$ cat src/rtl/gsat_pkg.sv
// Shared definitions for the GSAT local search controller.
// Assumes nothing beyond a synthesizable SystemVerilog flow.
package gsat_pkg;

    // Controller phases; ST_DONE is the terminal phase of a run.
    typedef enum logic [2:0] {
        ST_IDLE,
        ST_INIT,
        ST_LOAD,
        ST_CHECK,
        ST_PROBE,
        ST_PICK,
        ST_DONE
    } gsat_st_e;

endpackage

$ cat src/rtl/gsat_assign_reg.sv
// Assignment register: one flop per variable. Each bit can be written
// with a random draw or inverted by a committed flip.
// Assumes write and toggle are never requested in the same cycle.
module gsat_assign_reg #(
    parameter int NUM_VARS = 8,
    parameter int VAR_W    = 3
) (
    input  logic                clk,
    input  logic                rst_n,
    input  logic                wr_en_i,
    input  logic [VAR_W-1:0]    wr_idx_i,
    input  logic                wr_bit_i,
    input  logic                tog_en_i,
    input  logic [VAR_W-1:0]    tog_idx_i,
    output logic [NUM_VARS-1:0] vec_o
);

    for (genvar i = 0; i < NUM_VARS; i++) begin : g_bit
        // Per-variable storage: draw write has priority over flip.
        always_ff @(posedge clk) begin
            if (!rst_n) begin
                vec_o[i] <= 1'b0;
            end else if (wr_en_i && (wr_idx_i == VAR_W'(i))) begin
                vec_o[i] <= wr_bit_i;
            end else if (tog_en_i && (tog_idx_i == VAR_W'(i))) begin
                vec_o[i] <= ~vec_o[i];
            end
        end
    end

endmodule

$ cat src/rtl/gsat_best_pick.sv
// Running maximum over probed flip gains, with random tie breaking.
// The first candidate of a sweep always loads the register.
// Assumes gains arrive one per probe acknowledge.
module gsat_best_pick #(
    parameter int VAR_W  = 3,
    parameter int GAIN_W = 11
) (
    input  logic                     clk,
    input  logic                     rst_n,
    input  logic                     take_i,
    input  logic                     first_i,
    input  logic [VAR_W-1:0]         cand_idx_i,
    input  logic signed [GAIN_W-1:0] cand_gain_i,
    input  logic                     rand_bit_i,
    output logic [VAR_W-1:0]         best_idx_o,
    output logic signed [GAIN_W-1:0] best_gain_o
);

    logic better;
    logic tie;

    // Replacement decision for the current candidate.
    always_comb begin
        better = cand_gain_i > best_gain_o;
        tie    = (cand_gain_i == best_gain_o) && rand_bit_i;
    end

    // Best candidate register.
    always_ff @(posedge clk) begin
        if (!rst_n) begin
            best_idx_o  <= '0;
            best_gain_o <= '0;
        end else if (take_i && (first_i || better || tie)) begin
            best_idx_o  <= cand_idx_i;
            best_gain_o <= cand_gain_i;
        end
    end

endmodule

$ cat src/rtl/gsat_attempt_ctr.sv
// Attempt counter and its limit captured at search start.
// A limit of zero is stored as one. last_o tells whether the next
// increment reaches the limit.
module gsat_attempt_ctr #(
    parameter int ATT_W = 8
) (
    input  logic             clk,
    input  logic             rst_n,
    input  logic             load_i,
    input  logic [ATT_W-1:0] limit_i,
    input  logic             inc_i,
    output logic             last_o
);

    logic [ATT_W-1:0] cnt_q;
    logic [ATT_W-1:0] lim_q;

    // Counter and limit storage.
    always_ff @(posedge clk) begin
        if (!rst_n) begin
            cnt_q <= '0;
            lim_q <= ATT_W'(1);
        end else if (load_i) begin
            cnt_q <= '0;
            lim_q <= (limit_i == '0) ? ATT_W'(1) : limit_i;
        end else if (inc_i) begin
            cnt_q <= cnt_q + ATT_W'(1);
        end
    end

    // Limit test on the incremented count, one bit wider to avoid wrap.
    always_comb begin
        last_o = ({1'b0, cnt_q} + (ATT_W+1)'(1)) >= {1'b0, lim_q};
    end

endmodule

$ cat src/rtl/gsat_fsm.sv
// Phase sequencer of the search: draw, load, check, probe sweep,
// pick/commit, finish. Keeps the variable index and the success flag.
// Assumes tracker requests are acknowledged with a one-cycle ack.
module gsat_fsm
    import gsat_pkg::*;
#(
    parameter int NUM_VARS = 8,
    parameter int VAR_W    = 3
) (
    input  logic             clk,
    input  logic             rst_n,
    input  logic             start_i,
    input  logic             ack_i,
    input  logic             sat_hit_i,
    input  logic             gain_pos_i,
    input  logic             last_try_i,
    output gsat_st_e         state_o,
    output logic [VAR_W-1:0] idx_o,
    output logic             success_o
);

    localparam logic [VAR_W-1:0] LAST_IDX = VAR_W'(NUM_VARS - 1);

    logic at_last;

    // Final-variable flag for all index sweeps.
    always_comb begin
        at_last = (idx_o == LAST_IDX);
    end

    // Phase, index and success registers.
    always_ff @(posedge clk) begin
        if (!rst_n) begin
            state_o   <= ST_IDLE;
            idx_o     <= '0;
            success_o <= 1'b0;
        end else begin
            unique case (state_o)
                ST_IDLE, ST_DONE: begin
                    if (start_i) begin
                        state_o   <= ST_INIT;
                        idx_o     <= '0;
                        success_o <= 1'b0;
                    end
                end
                ST_INIT: begin
                    if (at_last) begin
                        state_o <= ST_LOAD;
                        idx_o   <= '0;
                    end else begin
                        idx_o <= idx_o + VAR_W'(1);
                    end
                end
                ST_LOAD: begin
                    if (ack_i) begin
                        if (at_last) begin
                            state_o <= ST_CHECK;
                        end else begin
                            idx_o <= idx_o + VAR_W'(1);
                        end
                    end
                end
                ST_CHECK: begin
                    if (sat_hit_i) begin
                        state_o   <= ST_DONE;
                        success_o <= 1'b1;
                    end else begin
                        state_o <= ST_PROBE;
                        idx_o   <= '0;
                    end
                end
                ST_PROBE: begin
                    if (ack_i) begin
                        if (at_last) begin
                            state_o <= ST_PICK;
                        end else begin
                            idx_o <= idx_o + VAR_W'(1);
                        end
                    end
                end
                ST_PICK: begin
                    if (gain_pos_i) begin
                        if (ack_i) begin
                            state_o <= ST_CHECK;
                        end
                    end else if (last_try_i) begin
                        state_o <= ST_DONE;
                    end else begin
                        state_o <= ST_INIT;
                        idx_o   <= '0;
                    end
                end
                default: begin
                    state_o <= ST_IDLE;
                end
            endcase
        end
    end

endmodule

$ cat src/rtl/gsat_ctrl.sv
// Top of the GSAT local search controller. Runs greedy single-flip
// search over an external clause tracker, with random restarts.
// Assumes the tracker answers each request with a one-cycle ack, reports
// the probe gain with that ack, and updates its satisfied count by the
// cycle after each load or flip ack.
module gsat_ctrl
    import gsat_pkg::*;
#(
    parameter int  NUM_VARS = 8,
    parameter int  CLS_W    = 10,
    parameter int  ATT_W    = 8,
    localparam int VAR_W    = (NUM_VARS > 2) ? $clog2(NUM_VARS) : 1,
    localparam int GAIN_W   = CLS_W + 1
) (
    input  logic                     clk,
    input  logic                     rst_n,
    input  logic                     start_i,
    input  logic [ATT_W-1:0]         max_attempts_i,
    input  logic                     rand_bit_i,
    input  logic [CLS_W-1:0]         num_clauses_i,
    output logic                     done_o,
    output logic                     success_o,
    output logic [NUM_VARS-1:0]      assign_o,
    output logic                     trk_clear_o,
    output logic                     trk_load_o,
    output logic                     trk_probe_o,
    output logic                     trk_flip_o,
    output logic [VAR_W-1:0]         trk_var_o,
    output logic                     trk_val_o,
    input  logic                     trk_ack_i,
    input  logic signed [GAIN_W-1:0] trk_gain_i,
    input  logic [CLS_W-1:0]         trk_sat_cnt_i
);

    gsat_st_e                  state;
    logic [VAR_W-1:0]          idx;
    logic [VAR_W-1:0]          best_idx;
    logic signed [GAIN_W-1:0]  best_gain;
    logic                      sat_hit;
    logic                      gain_pos;
    logic                      last_try;
    logic                      run_start;

    // Condition flags feeding the sequencer.
    always_comb begin
        sat_hit   = (trk_sat_cnt_i == num_clauses_i);
        gain_pos  = best_gain > 0;
        run_start = start_i && ((state == ST_IDLE) || (state == ST_DONE));
    end

    // Tracker request decode from the current phase.
    always_comb begin
        trk_clear_o = (state == ST_INIT) && (idx == '0);
        trk_load_o  = (state == ST_LOAD);
        trk_probe_o = (state == ST_PROBE);
        trk_flip_o  = (state == ST_PICK) && gain_pos;
        trk_var_o   = (state == ST_PICK) ? best_idx : idx;
        trk_val_o   = assign_o[idx];
        done_o      = (state == ST_DONE);
    end

    gsat_fsm #(
        .NUM_VARS (NUM_VARS),
        .VAR_W    (VAR_W)
    ) u_fsm (
        .clk        (clk),
        .rst_n      (rst_n),
        .start_i    (start_i),
        .ack_i      (trk_ack_i),
        .sat_hit_i  (sat_hit),
        .gain_pos_i (gain_pos),
        .last_try_i (last_try),
        .state_o    (state),
        .idx_o      (idx),
        .success_o  (success_o)
    );

    gsat_assign_reg #(
        .NUM_VARS (NUM_VARS),
        .VAR_W    (VAR_W)
    ) u_assign (
        .clk       (clk),
        .rst_n     (rst_n),
        .wr_en_i   (state == ST_INIT),
        .wr_idx_i  (idx),
        .wr_bit_i  (rand_bit_i),
        .tog_en_i  (trk_flip_o && trk_ack_i),
        .tog_idx_i (best_idx),
        .vec_o     (assign_o)
    );

    gsat_best_pick #(
        .VAR_W  (VAR_W),
        .GAIN_W (GAIN_W)
    ) u_best (
        .clk         (clk),
        .rst_n       (rst_n),
        .take_i      (trk_probe_o && trk_ack_i),
        .first_i     (idx == '0),
        .cand_idx_i  (idx),
        .cand_gain_i (trk_gain_i),
        .rand_bit_i  (rand_bit_i),
        .best_idx_o  (best_idx),
        .best_gain_o (best_gain)
    );

    gsat_attempt_ctr #(
        .ATT_W (ATT_W)
    ) u_att (
        .clk     (clk),
        .rst_n   (rst_n),
        .load_i  (run_start),
        .limit_i (max_attempts_i),
        .inc_i   ((state == ST_PICK) && !gain_pos),
        .last_o  (last_try)
    );

endmodule

$ cat config.mk
export PLATFORM = sky130hd
export DESIGN_NAME = gsat_ctrl
export DESIGN_NICKNAME = d
export VERILOG_FILES = /design/src/rtl/gsat_pkg.sv /design/src/rtl/gsat_assign_reg.sv /design/src/rtl/gsat_best_pick.sv /design/src/rtl/gsat_attempt_ctr.sv /design/src/rtl/gsat_fsm.sv /design/src/rtl/gsat_ctrl.sv
export SDC_FILE = /design/constraint.sdc
export NUM_CORES = 1
export LEC_CHECK = 0
export ABC_AREA = 1
export BUFFER_PORTS_ARGS = -buffer_cell sky130_fd_sc_hd__buf_4
export CAP_MARGIN = 30
export CORE_AREA = 3 3 64 95
export CTS_BUF_LIST = sky130_fd_sc_hd__clkbuf_2 sky130_fd_sc_hd__clkbuf_4 sky130_fd_sc_hd__clkbuf_8
export DETAILED_ROUTE_END_ITERATION = 10
export DIE_AREA = 0 0 67 98
export PLACE_DENSITY = 0.83
export SYNTH_ARGS = -nofsm -noshare
export SYNTH_HDL_FRONTEND = slang
export SYNTH_SLANG_ARGS = --single-unit
$ cat constraint.sdc
create_clock -name clk -period 5.25 [get_ports clk]
set_input_delay 0.7875 -clock clk [delete_from_list [all_inputs] [get_ports clk]]
set_output_delay 0.7875 -clock clk [all_outputs]
set_load 0.005 [all_outputs]
==> results of run 1 <==
cell families after synthesis:
| kind of cell | share of synthesized area (%) |
|---|---|
| XOR/XNOR | 4.457 |
| adder cells (fa/ha/maj) | 10.35 |
| AND/OR/NAND/NOR | 30.40 |
| flip-flops | 28.65 |
| multiplexers | 0.9551 |
| AO/OA/AOI/OAI | 14.25 |
| buffers and inverters | 10.94 |
path summary, 6_finish.rpt:
| path | end | slack [ns] | depth (start not counted) | start |
|---|---|---|---|---|
| setup / recovery | trk_clear_o | 2.62 | 5 | u_fsm.idx_o[0] |
| hold / removal | u_fsm.success_o | 0.48 | 2 | u_fsm.success_o |
| setup reg to reg | u_fsm.state_o[1] | 2.98 | 16 | u_att.cnt_q[0] |
| hold reg to reg | u_fsm.success_o | 0.48 | 2 | u_fsm.success_o |
sequential cells by signal, indices dropped and copies added (netlist names):
register and flops:
u_best.best_gain_o 11, u_assign.vec_o 8, u_att.cnt_q 8, u_att.lim_q 8, u_best.best_idx_o 3, u_fsm.idx_o 3
u_fsm.state_o 3, u_fsm.success_o 1
worst register-to-register path, stage by stage (launching register included):
cell	delay, ns
dfxtp_1	0.39
ha_1	0.21
nand3_1	0.12
xor2_1	0.23
ha_1	0.29
nand2_1	0.09
inv_1	0.04
nand2_1	0.05
nand3_1	0.08
nand2_1	0.06
nand2_1	0.05
nand2_1	0.07
nand3_1	0.06
nand2_1	0.20
nand2_1	0.08
nand2_1	0.07
a21oi_1	0.05
synth_stat cells:
| library cell | n |
|---|---|
| nor2_8 | 2 |
| dfxtp_1 | 45 |
| buf_2 | 2 |
| a211oi_1 | 1 |
| nand3_1 | 54 |
| nor2_1 | 41 |
| a21o_1 | 2 |
| nor3_4 | 1 |
| nand2_4 | 2 |
| nor4_1 | 1 |
| nand2_2 | 1 |
| o21ai_4 | 1 |
| buf_4 | 3 |
| inv_1 | 68 |
| nand4_1 | 8 |
| nor3_1 | 2 |
| or2_2 | 1 |
| inv_2 | 4 |
| xor2_1 | 8 |
| o32a_1 | 1 |
| o21a_1 | 2 |
| a21oi_1 | 45 |
| clkinv_1 | 3 |
| a31oi_1 | 2 |
| o21ai_0 | 23 |
| nor2_2 | 1 |
| o22ai_1 | 5 |
| mux2i_1 | 3 |
| ha_1 | 26 |
| buf_6 | 2 |
| nand2_1 | 96 |
| xnor2_1 | 8 |
| clkbuf_1 | 2 |
| nand3b_1 | 1 |
area by class of cell:
type                    instances  area share, %
well taps                      68          2.264
clock buffers                   5          1.831
clock inverters                 3          1.731
multi-input cells             338          50.53
inverters                      75          7.490
repair buffers                 61          12.18
flip-flops and latches         45          23.97
per-layer routing:
metal / wire length, µm / up-vias / GRT usage, %
met4: 229 / 0 / 10.16
met2: 3950 / 82 / 43.86
met5: 0 / - / 0
li1: - / 1643 / -
met3: 276 / 15 / 4.143
met1: 2785 / 1453 / 25.77
power by group through the flow:
stage / sequential, mW / combinational, mW / clock [mW]
5_1_grt: 0.444 / 0.605 / 0.334
2_1_floorplan: 0.427 / 0.390 / 0
3_5_place_dp: 0.443 / 0.528 / 0
6_report: 0.436 / 0.529 / 0.312
4_1_cts: 0.435 / 0.530 / 0.319
3_3_place_gp: 0.440 / 0.514 / 0
layout by cell type, fill, tap and decap left out, drive strengths merged:
cell type / n
a211oi: 1
a21o: 2
a21oi: 45
a31oi: 2
buf: 61
bufinv: 2
clkbuf: 5
clkinv: 4
dfxtp: 45
ha: 26
inv: 72
mux2i: 3
nand2: 99
nand3: 54
nand3b: 1
nand4: 8
nor2: 44
nor3: 3
nor4: 1
o21a: 2
o21ai: 24
o22ai: 5
o32a: 1
or2: 1
xnor2: 8
xor2: 8
metrics by stage:
step	util, %	setup WS, ns	cells
floorplan	-	3.087	467
global placement	68.58	2.885	587
detailed placement	68.58	2.780	587
CTS	71.12	2.640	595
global route	71.12	2.508	595
finish	71.12	2.620	595
==> flow_metrics.env, run 1 <==
export IMPL_status="completed"
export IMPL_ctsLongestPathBuffers=2
export IMPL_cts_sinks=45
export IMPL_synth_fp_nets=537
export IMPL_required_ns=4.46
export IMPL_cp_top_family="flip-flops"
export IMPL_synth_avg_cell_area_um2=6.733
export IMPL_cts_tree="yes"
export IMPL_skew_ns=0.02186
export IMPL_grt_setup_unrepaired="false"
export IMPL_cts_root_buf="clkbuf_8"
export IMPL_grt_pass1_wl_um=12590
export IMPL_cp_cell_sequence="clkinv_1 > ha_1 > nand2_1 > nor2_1 > buf_4"
export IMPL_switching_share_pct=38.18
export IMPL_p_per_area_mw_per_mm2=339.6
export IMPL_grt_max_degree=29
export IMPL_via_per_inst=5.366
export IMPL_pwr_share_clk_pct=24.4
export IMPL_pwr_share_seq_pct=34.2
export IMPL_clk_latency_ns=0.31
export IMPL_die_w_um=67
export IMPL_slew_violations=0
export IMPL_dr_pass1_iters=4
export IMPL_ys_ff_latch=45
export IMPL_tns_ns=0
export IMPL_hpwl_um=5633
export IMPL_fin_crit_sh_pct=50.10
export IMPL_slowest_stage="dfxtp_1"
export IMPL_cp_end_kind="primary output"
export IMPL_finalSetupViolations=0
export IMPL_htreeDepth=2
export IMPL_core_area_mm2=0.005285
export IMPL_num_vias=3193
export IMPL_crit_buf_inv=2
export IMPL_p_int_mw=0.7891
export IMPL_crit_type="reg -> out"
export IMPL_die_area_mm2=0.006566
export IMPL_worstSetupStartpointType="flip-flop"
export IMPL_track_usage_pct=23.93
export IMPL_worstPathArrival_ns=1.84
export IMPL_stdcell_area_mm2=0.003759
export IMPL_drcViolationCount=0
export IMPL_p_total_mw=1.276
export IMPL_place_congestion=0.8731
export IMPL_ctsHoldBuffers=0
export IMPL_numCtsBuffers=5
export IMPL_maxSlewHeadroom_pct=72.69
export IMPL_final_min_clock_period_ns=2.630
export IMPL_final_hold_viol_count=0
export IMPL_fin_nets=596
export IMPL_ys_warnings_count=0
export IMPL_fmax_mhz=380.2
export IMPL_grt_pass1_vias=2987
export IMPL_drt_iter0_markers=208
export IMPL_yosysTopAreaCellShare_pct=28.65
export IMPL_ctsResizeCount=0
export IMPL_overflow=0
export IMPL_combinationalPowerShare_pct=41.4
export IMPL_drt_total_wl_um=7242
export IMPL_synth_area_leaders="dfxtp_1 29%, nand2_1 11%, ha_1 10%, nand3_1 8.6%, inv_1 8.1%"
export IMPL_cp_slowest_stage_delay_ns=0.49
export IMPL_cts_setup_buffers=0
export IMPL_synth_seq_area_share_pct=28.65
export IMPL_areaGrowthSynthToFinish_pct=19.54
export IMPL_antenna_found_initial=0
export IMPL_antenna_left=0
export IMPL_rows=32
export IMPL_drv_cap=0
export IMPL_boundaryPins=62
export IMPL_tightestPinTransition_ns=0.4091
export IMPL_p_switching_mw=0.4874
export IMPL_initial_core_util_pct=59.49
export IMPL_placed_cell_area_mm2=0.003625
export IMPL_timing_hold_ws_ns=0.4836
export IMPL_seqCellArea_um2=900.9
export IMPL_synth_cells=467
export IMPL_multi_input_area_mm2=0.001899
export IMPL_syn_cell_area_mm2=0.003144
export IMPL_io_buffers=61
export IMPL_wire_per_inst_um=12.17
export IMPL_crit_fanout=9
export IMPL_nFillCells=481
export IMPL_drive_gt1_share_pct=15.56
export IMPL_antenna_cells=0
export IMPL_clkTransAtPathRegs_ns=0.10
export IMPL_p_leak_nw=1.856
export IMPL_min_path_type="reg -> reg"
export IMPL_fp_dieH_um=98
export IMPL_ir_worst_vdd_v=0.0002767
export IMPL_synth_distinct_cells=34
export IMPL_yosysTopAreaCell="dfxtp_1"
(Power assumes the default switching activity.)
==> run 2, diff against run 1 <==
--- a/config.mk
+++ b/config.mk
@@ -8,11 +8,11 @@
 export ABC_AREA = 1
 export BUFFER_PORTS_ARGS = -buffer_cell sky130_fd_sc_hd__buf_4
 export CAP_MARGIN = 30
-export CORE_AREA = 3 3 64 95
+export CORE_AREA = 3 3 65 97
 export CTS_BUF_LIST = sky130_fd_sc_hd__clkbuf_2 sky130_fd_sc_hd__clkbuf_4 sky130_fd_sc_hd__clkbuf_8
 export DETAILED_ROUTE_END_ITERATION = 10
-export DIE_AREA = 0 0 67 98
-export PLACE_DENSITY = 0.83
+export DIE_AREA = 0 0 68 100
+export PLACE_DENSITY = 0.81
 export SYNTH_ARGS = -nofsm -noshare
 export SYNTH_HDL_FRONTEND = slang
 export SYNTH_SLANG_ARGS = --single-unit
==> constraint.sdc (replaced) <==
create_clock -name clk -period 2.5 [get_ports clk]
set_input_delay 0.375 -clock clk [delete_from_list [all_inputs] [get_ports clk]]
set_output_delay 0.375 -clock clk [all_outputs]
set_load 0.005 [all_outputs]
==> flow_metrics.env, run 2 (same netlist as run 1, synthesis figures left out) <==
export IMPL_slowest_stage="dfxtp_1"
export IMPL_multi_input_area_mm2=0.001902
export IMPL_io_buffers=61
export IMPL_required_ns=2.71
export IMPL_cp_end_kind="flip-flop"
export IMPL_final_hold_viol_count=0
export IMPL_die_area_mm2=0.006800
export IMPL_fmax_mhz=454.7
export IMPL_drive_gt1_share_pct=15.75
export IMPL_crit_type="reg -> reg"
export IMPL_tightestPinTransition_ns=0.4178
export IMPL_nFillCells=513
export IMPL_worst_path_stages=16
export IMPL_final_min_clock_period_ns=2.199
export IMPL_ctsHoldBuffers=0
export IMPL_layout_common_cells="95 x nand2_1, 68 x inv_1, 61 x buf_4"
export IMPL_track_usage_pct=22.21
export IMPL_min_path_type="in -> reg"
export IMPL_layout_commonest_cell="nand2_1"
export IMPL_ctsLongestPathBuffers=2
export IMPL_grt_pass1_wl_um=12070
export IMPL_hpwl_um=5502
export IMPL_worstSetupStartpointType="flip-flop"
export IMPL_htreeDepth=2
export IMPL_top_register="u_best.best_gain_o"
export IMPL_skew_ns=0.01234
export IMPL_overflow=0
export IMPL_core_area_mm2=0.005533
export IMPL_worstPathArrival_ns=2.41
export IMPL_status="completed"
export IMPL_cts_root_buf="clkbuf_8"
export IMPL_antenna_cells=0
export IMPL_tns_ns=0
export IMPL_via_per_inst=5.308
export IMPL_cp_slowest_stage_delay_ns=0.40
export IMPL_p_leak_nw=1.834
export IMPL_cts_tree="yes"
export IMPL_seqCellArea_um2=900.9
export IMPL_drcViolationCount=0
export IMPL_antenna_found_initial=0
export IMPL_num_vias=3169
export IMPL_grt_pass1_vias=2946
export IMPL_numCtsBuffers=5
export IMPL_wire_per_inst_um=11.84
export IMPL_fin_crit_sh_pct=87.98
export IMPL_fp_dieH_um=100
export IMPL_die_w_um=68
export IMPL_dr_pass1_iters=4
export IMPL_finalSetupViolations=0
export IMPL_ctsResizeCount=0
export IMPL_slew_violations=0
export IMPL_cts_sinks=45
export IMPL_p_total_mw=2.497
export IMPL_cp_cell_sequence="ha_1 > nand3_1 > xor2_1 > ha_1 > nand2_1 > inv_1 > nand2_1 > nand3_1 > nand2_1 > nand2_1 > nand2_1 > nand3_1 > nand2_2 > nand3_1 > nand2_1 > nor2_1"
export IMPL_drt_iter0_markers=260
export IMPL_rows=33
export IMPL_cts_setup_buffers=0
export IMPL_holdPathStages=2
export IMPL_p_per_area_mw_per_mm2=670.9
export IMPL_crit_buf_inv=1
export IMPL_grt_max_degree=29
export IMPL_boundaryPins=62
export IMPL_ir_worst_vdd_v=0.0004673
export IMPL_maxSlewHeadroom_pct=72.12
export IMPL_clk_latency_ns=0.30
export IMPL_crit_fanout=7
export IMPL_drt_total_wl_um=7069
export IMPL_grt_setup_unrepaired="false"
export IMPL_timing_hold_ws_ns=0.3087
export IMPL_drv_cap=0
export IMPL_clkTransAtPathRegs_ns=0.09
export IMPL_antenna_left=0
export IMPL_initial_core_util_pct=56.83
export IMPL_cp_common_cell="nand2_1"
export IMPL_cp_top_family="simple AND/OR/NAND/NOR gates"
export IMPL_place_congestion=0.8713
export IMPL_areaGrowthSynthToFinish_pct=18.34
export IMPL_ff2ff_path_depth=16
export IMPL_largest_reg_flops=11
export IMPL_fin_nets=596
run 2: changes by cell type in the layout (fill, tap and decap cells not counted), sizes merged:
| cell | previous run | this run |
|---|---|---|
| clkbuf | 5 | 7 |
| clkinvlp | 0 | 1 |
| clkinv | 4 | 3 |
| bufinv | 2 | 0 |
run 2: cell type report:
| type | count | share of cell area (%) |
|---|---|---|
| timing repair buffer | 61 | 12.31 |
| sequential | 45 | 24.21 |
| clock buffer | 7 | 2.253 |
| inverter | 75 | 7.566 |
| tap | 70 | 2.354 |
| clock inverter | 1 | 0.2017 |
| multi-input combinational | 338 | 51.11 |
run 2: worst paths after layout:
path                           from              end  slack [ns]
setup / recovery     u_att.cnt_q[0]   u_fsm.idx_o[0]        0.30
hold / removal    max_attempts_i[0]   u_att.lim_q[0]        0.31
setup reg to reg     u_att.cnt_q[0]   u_fsm.idx_o[0]        0.30
hold reg to reg     u_fsm.success_o  u_fsm.success_o        0.48
run 2: power by group:
| group | internal [mW] | leakage, nW | switching, mW |
|---|---|---|---|
| logic | 0.444 | 1.42 | 0.663 |
| registers | 0.815 | 0.365 | 0.104 |
| clock network | 0.220 | 0.0453 | 0.251 |
| total | 1.48 | 1.83 | 1.02 |
run 2: through the flow:
step	cells	setup WS, ns	area, µm²	util [%]
global placement	589	0.3794	3627	65.56
CTS	597	0.2511	3719	67.21
finish	597	0.3006	3721	67.25
detailed placement	589	0.2761	3627	65.56
floorplan	467	0.5150	3144	-
global route	597	0.05051	3721	67.25
run 2: routing by layer:
metal  GRT usage (%)  part of all wire, %
met5               0                    0
met3           2.576                  3.5
met4           9.035                  2.2
met1           25.07                   40
met2           40.56                   54
==> run 3, diff against run 2 <==
--- a/config.mk
+++ b/config.mk
@@ -12,7 +12,7 @@
 export CTS_BUF_LIST = sky130_fd_sc_hd__clkbuf_2 sky130_fd_sc_hd__clkbuf_4 sky130_fd_sc_hd__clkbuf_8
 export DETAILED_ROUTE_END_ITERATION = 10
 export DIE_AREA = 0 0 68 100
-export PLACE_DENSITY = 0.81
+export PLACE_DENSITY_LB_ADDON = 0.25
 export SYNTH_ARGS = -nofsm -noshare
 export SYNTH_HDL_FRONTEND = slang
 export SYNTH_SLANG_ARGS = --single-unit
==> flow_metrics.env, run 3 (same netlist as run 1, synthesis figures left out) <==
export IMPL_status="completed"
export IMPL_grt_use_met3_pct=3.807
export IMPL_cts_root_buf="clkbuf_8"
export IMPL_worstPathArrival_ns=2.44
export IMPL_grt_pass1_vias=2886
export IMPL_ir_worst_vdd_v=0.0004453
export IMPL_final_min_clock_period_ns=2.242
export IMPL_hpwl_um=5604
export IMPL_maxSlewHeadroom_pct=70.50
export IMPL_met2_usage_pct=40.19
export IMPL_top_register="u_best.best_gain_o"
export IMPL_required_ns=2.70
export IMPL_worstSetupStartpointType="flip-flop"
export IMPL_finalSetupViolations=0
export IMPL_final_hold_viol_count=0
export IMPL_htreeDepth=2
export IMPL_busiest_layer="met2"
export IMPL_crit_type="reg -> reg"
export IMPL_dr_pass1_iters=4
export IMPL_p_leak_nw=1.854
export IMPL_boundaryPins=62
export IMPL_tns_ns=0
export IMPL_clkTransAtPathRegs_ns=0.08
export IMPL_place_congestion=0.8547
export IMPL_dp_cells=589
export IMPL_grt_setup_unrepaired="false"
export IMPL_areaGrowthSynthToFinish_pct=19.54
export IMPL_fin_nets=596
export IMPL_drcViolationCount=0
export IMPL_cp_end_kind="flip-flop"
export IMPL_fp_dieH_um=100
export IMPL_grt_pass1_wl_um=12150
export IMPL_slew_violations=0
export IMPL_layout_commonest_cell="nand2_1"
export IMPL_gr_usage_met1_pct=26.09
export IMPL_layout_common_cells="95 x nand2_1, 68 x inv_1, 61 x buf_4"
export IMPL_grt_max_degree=29
export IMPL_drv_cap=0
export IMPL_core_area_mm2=0.005533
export IMPL_timing_hold_ws_ns=0.3083
export IMPL_fmax_mhz=446.1
export IMPL_finalNonFillerCells=597
export IMPL_rows=33
export IMPL_ctsHoldBuffers=0
export IMPL_largest_reg_flops=11
export IMPL_antenna_found_initial=0
export IMPL_numCtsBuffers=5
export IMPL_crit_fanout=7
export IMPL_tightestPinTransition_ns=0.4420
export IMPL_cts_tree="yes"
export IMPL_antenna_left=0
export IMPL_drt_iter0_markers=228
export IMPL_initial_core_util_pct=56.83
export IMPL_drt_total_wl_um=7229
export IMPL_via_per_inst=5.281
export IMPL_skew_ns=0.01433
export IMPL_overflow=0
export IMPL_clk_latency_ns=0.31
export IMPL_num_vias=3153
export IMPL_fin_crit_sh_pct=89.68
export IMPL_die_w_um=68
export IMPL_ctsLongestPathBuffers=2
export IMPL_die_area_mm2=0.006800
export IMPL_io_buffers=61
export IMPL_track_usage_pct=22.67
export IMPL_antenna_cells=0
export IMPL_p_per_area_mw_per_mm2=696.9
export IMPL_wire_per_inst_um=12.11
export IMPL_cts_sinks=45
export IMPL_drive_gt1_share_pct=16.13
export IMPL_min_path_type="in -> reg"
## run 3: cell types whose count changed in the layout (fill, tap and decap cells not counted)
cell,change
bufinv_16,+1
clkbuf_4,-1
clkbuf_8,+1
clkinvlp_4,-1
dfxtp_1,-1
dfxtp_2,+1
xor2_1,-1
xor2_2,+1
## run 3: metrics by stage
step | worst slack [ns] | total power [mW] | utilization [%] | instance area, µm²
2_1_floorplan | 0.5150 | 1.717 | - | 3144
3_3_place_gp | 0.3640 | 2.006 | 65.56 | 3627
3_5_place_dp | 0.2573 | 2.037 | 65.56 | 3627
4_1_cts | 0.2245 | 2.628 | 67.73 | 3747
5_1_grt | 0.02620 | 2.840 | 67.93 | 3759
6_report | 0.2581 | 2.619 | 67.93 | 3759
## run 3: area by class of cell
class	count	area, µm²
fillers	510	1774
multi-input cells	338	1909
repair buffers	61	457.9
clock inverters	1	30.03
inverters	75	281.5
flip-flops and latches	45	902.1
well taps	70	87.58
clock buffers	7	90.09
## run 3: worst paths after layout
check	from	end	slack [ns]	cells past startpoint
setup / recovery	u_att.cnt_q[0]	u_fsm.idx_o[1]	0.26	13
hold / removal	max_attempts_i[0]	u_att.lim_q[0]	0.31	2
setup reg to reg	u_att.cnt_q[0]	u_fsm.idx_o[1]	0.26	13
hold reg to reg	u_att.lim_q[1]	u_att.lim_q[1]	0.49	2
## run 3: power by group
group | internal [mW] | total [mW] | switching, mW
combinational | 0.445 | 1.11 | 0.664
sequential | 0.815 | 0.915 | 0.101
clock | 0.337 | 0.595 | 0.258
total | 1.60 | 2.62 | 1.02
## run 3: routing by layer
| metal | up-vias | routed length [µm] |
|---|---|---|
| li1 | 1639 | - |
| met1 | 1416 | 2832 |
| met2 | 82 | 3857 |
| met3 | 16 | 362 |
| met4 | 0 | 176 |
| met5 | - | 0 |
## run 3: critical path, stage by stage, from the launching register on
cell	delay, ns
dfxtp_2	0.37
ha_1	0.19
nand3_1	0.16
nor2_1	0.19
xor2_1	0.25
ha_1	0.30
a21oi_1	0.13
nand2_1	0.07
nand2_1	0.07
nand3_1	0.08
nand2_2	0.14
nand3_1	0.09
nand2_1	0.07
nor2_1	0.04
## run 3: what timing repair did
item                       4_1_cts  5_1_grt
setup buffers                    0        0
setup endpoints to repair        0        4
gates resized for setup          0        3
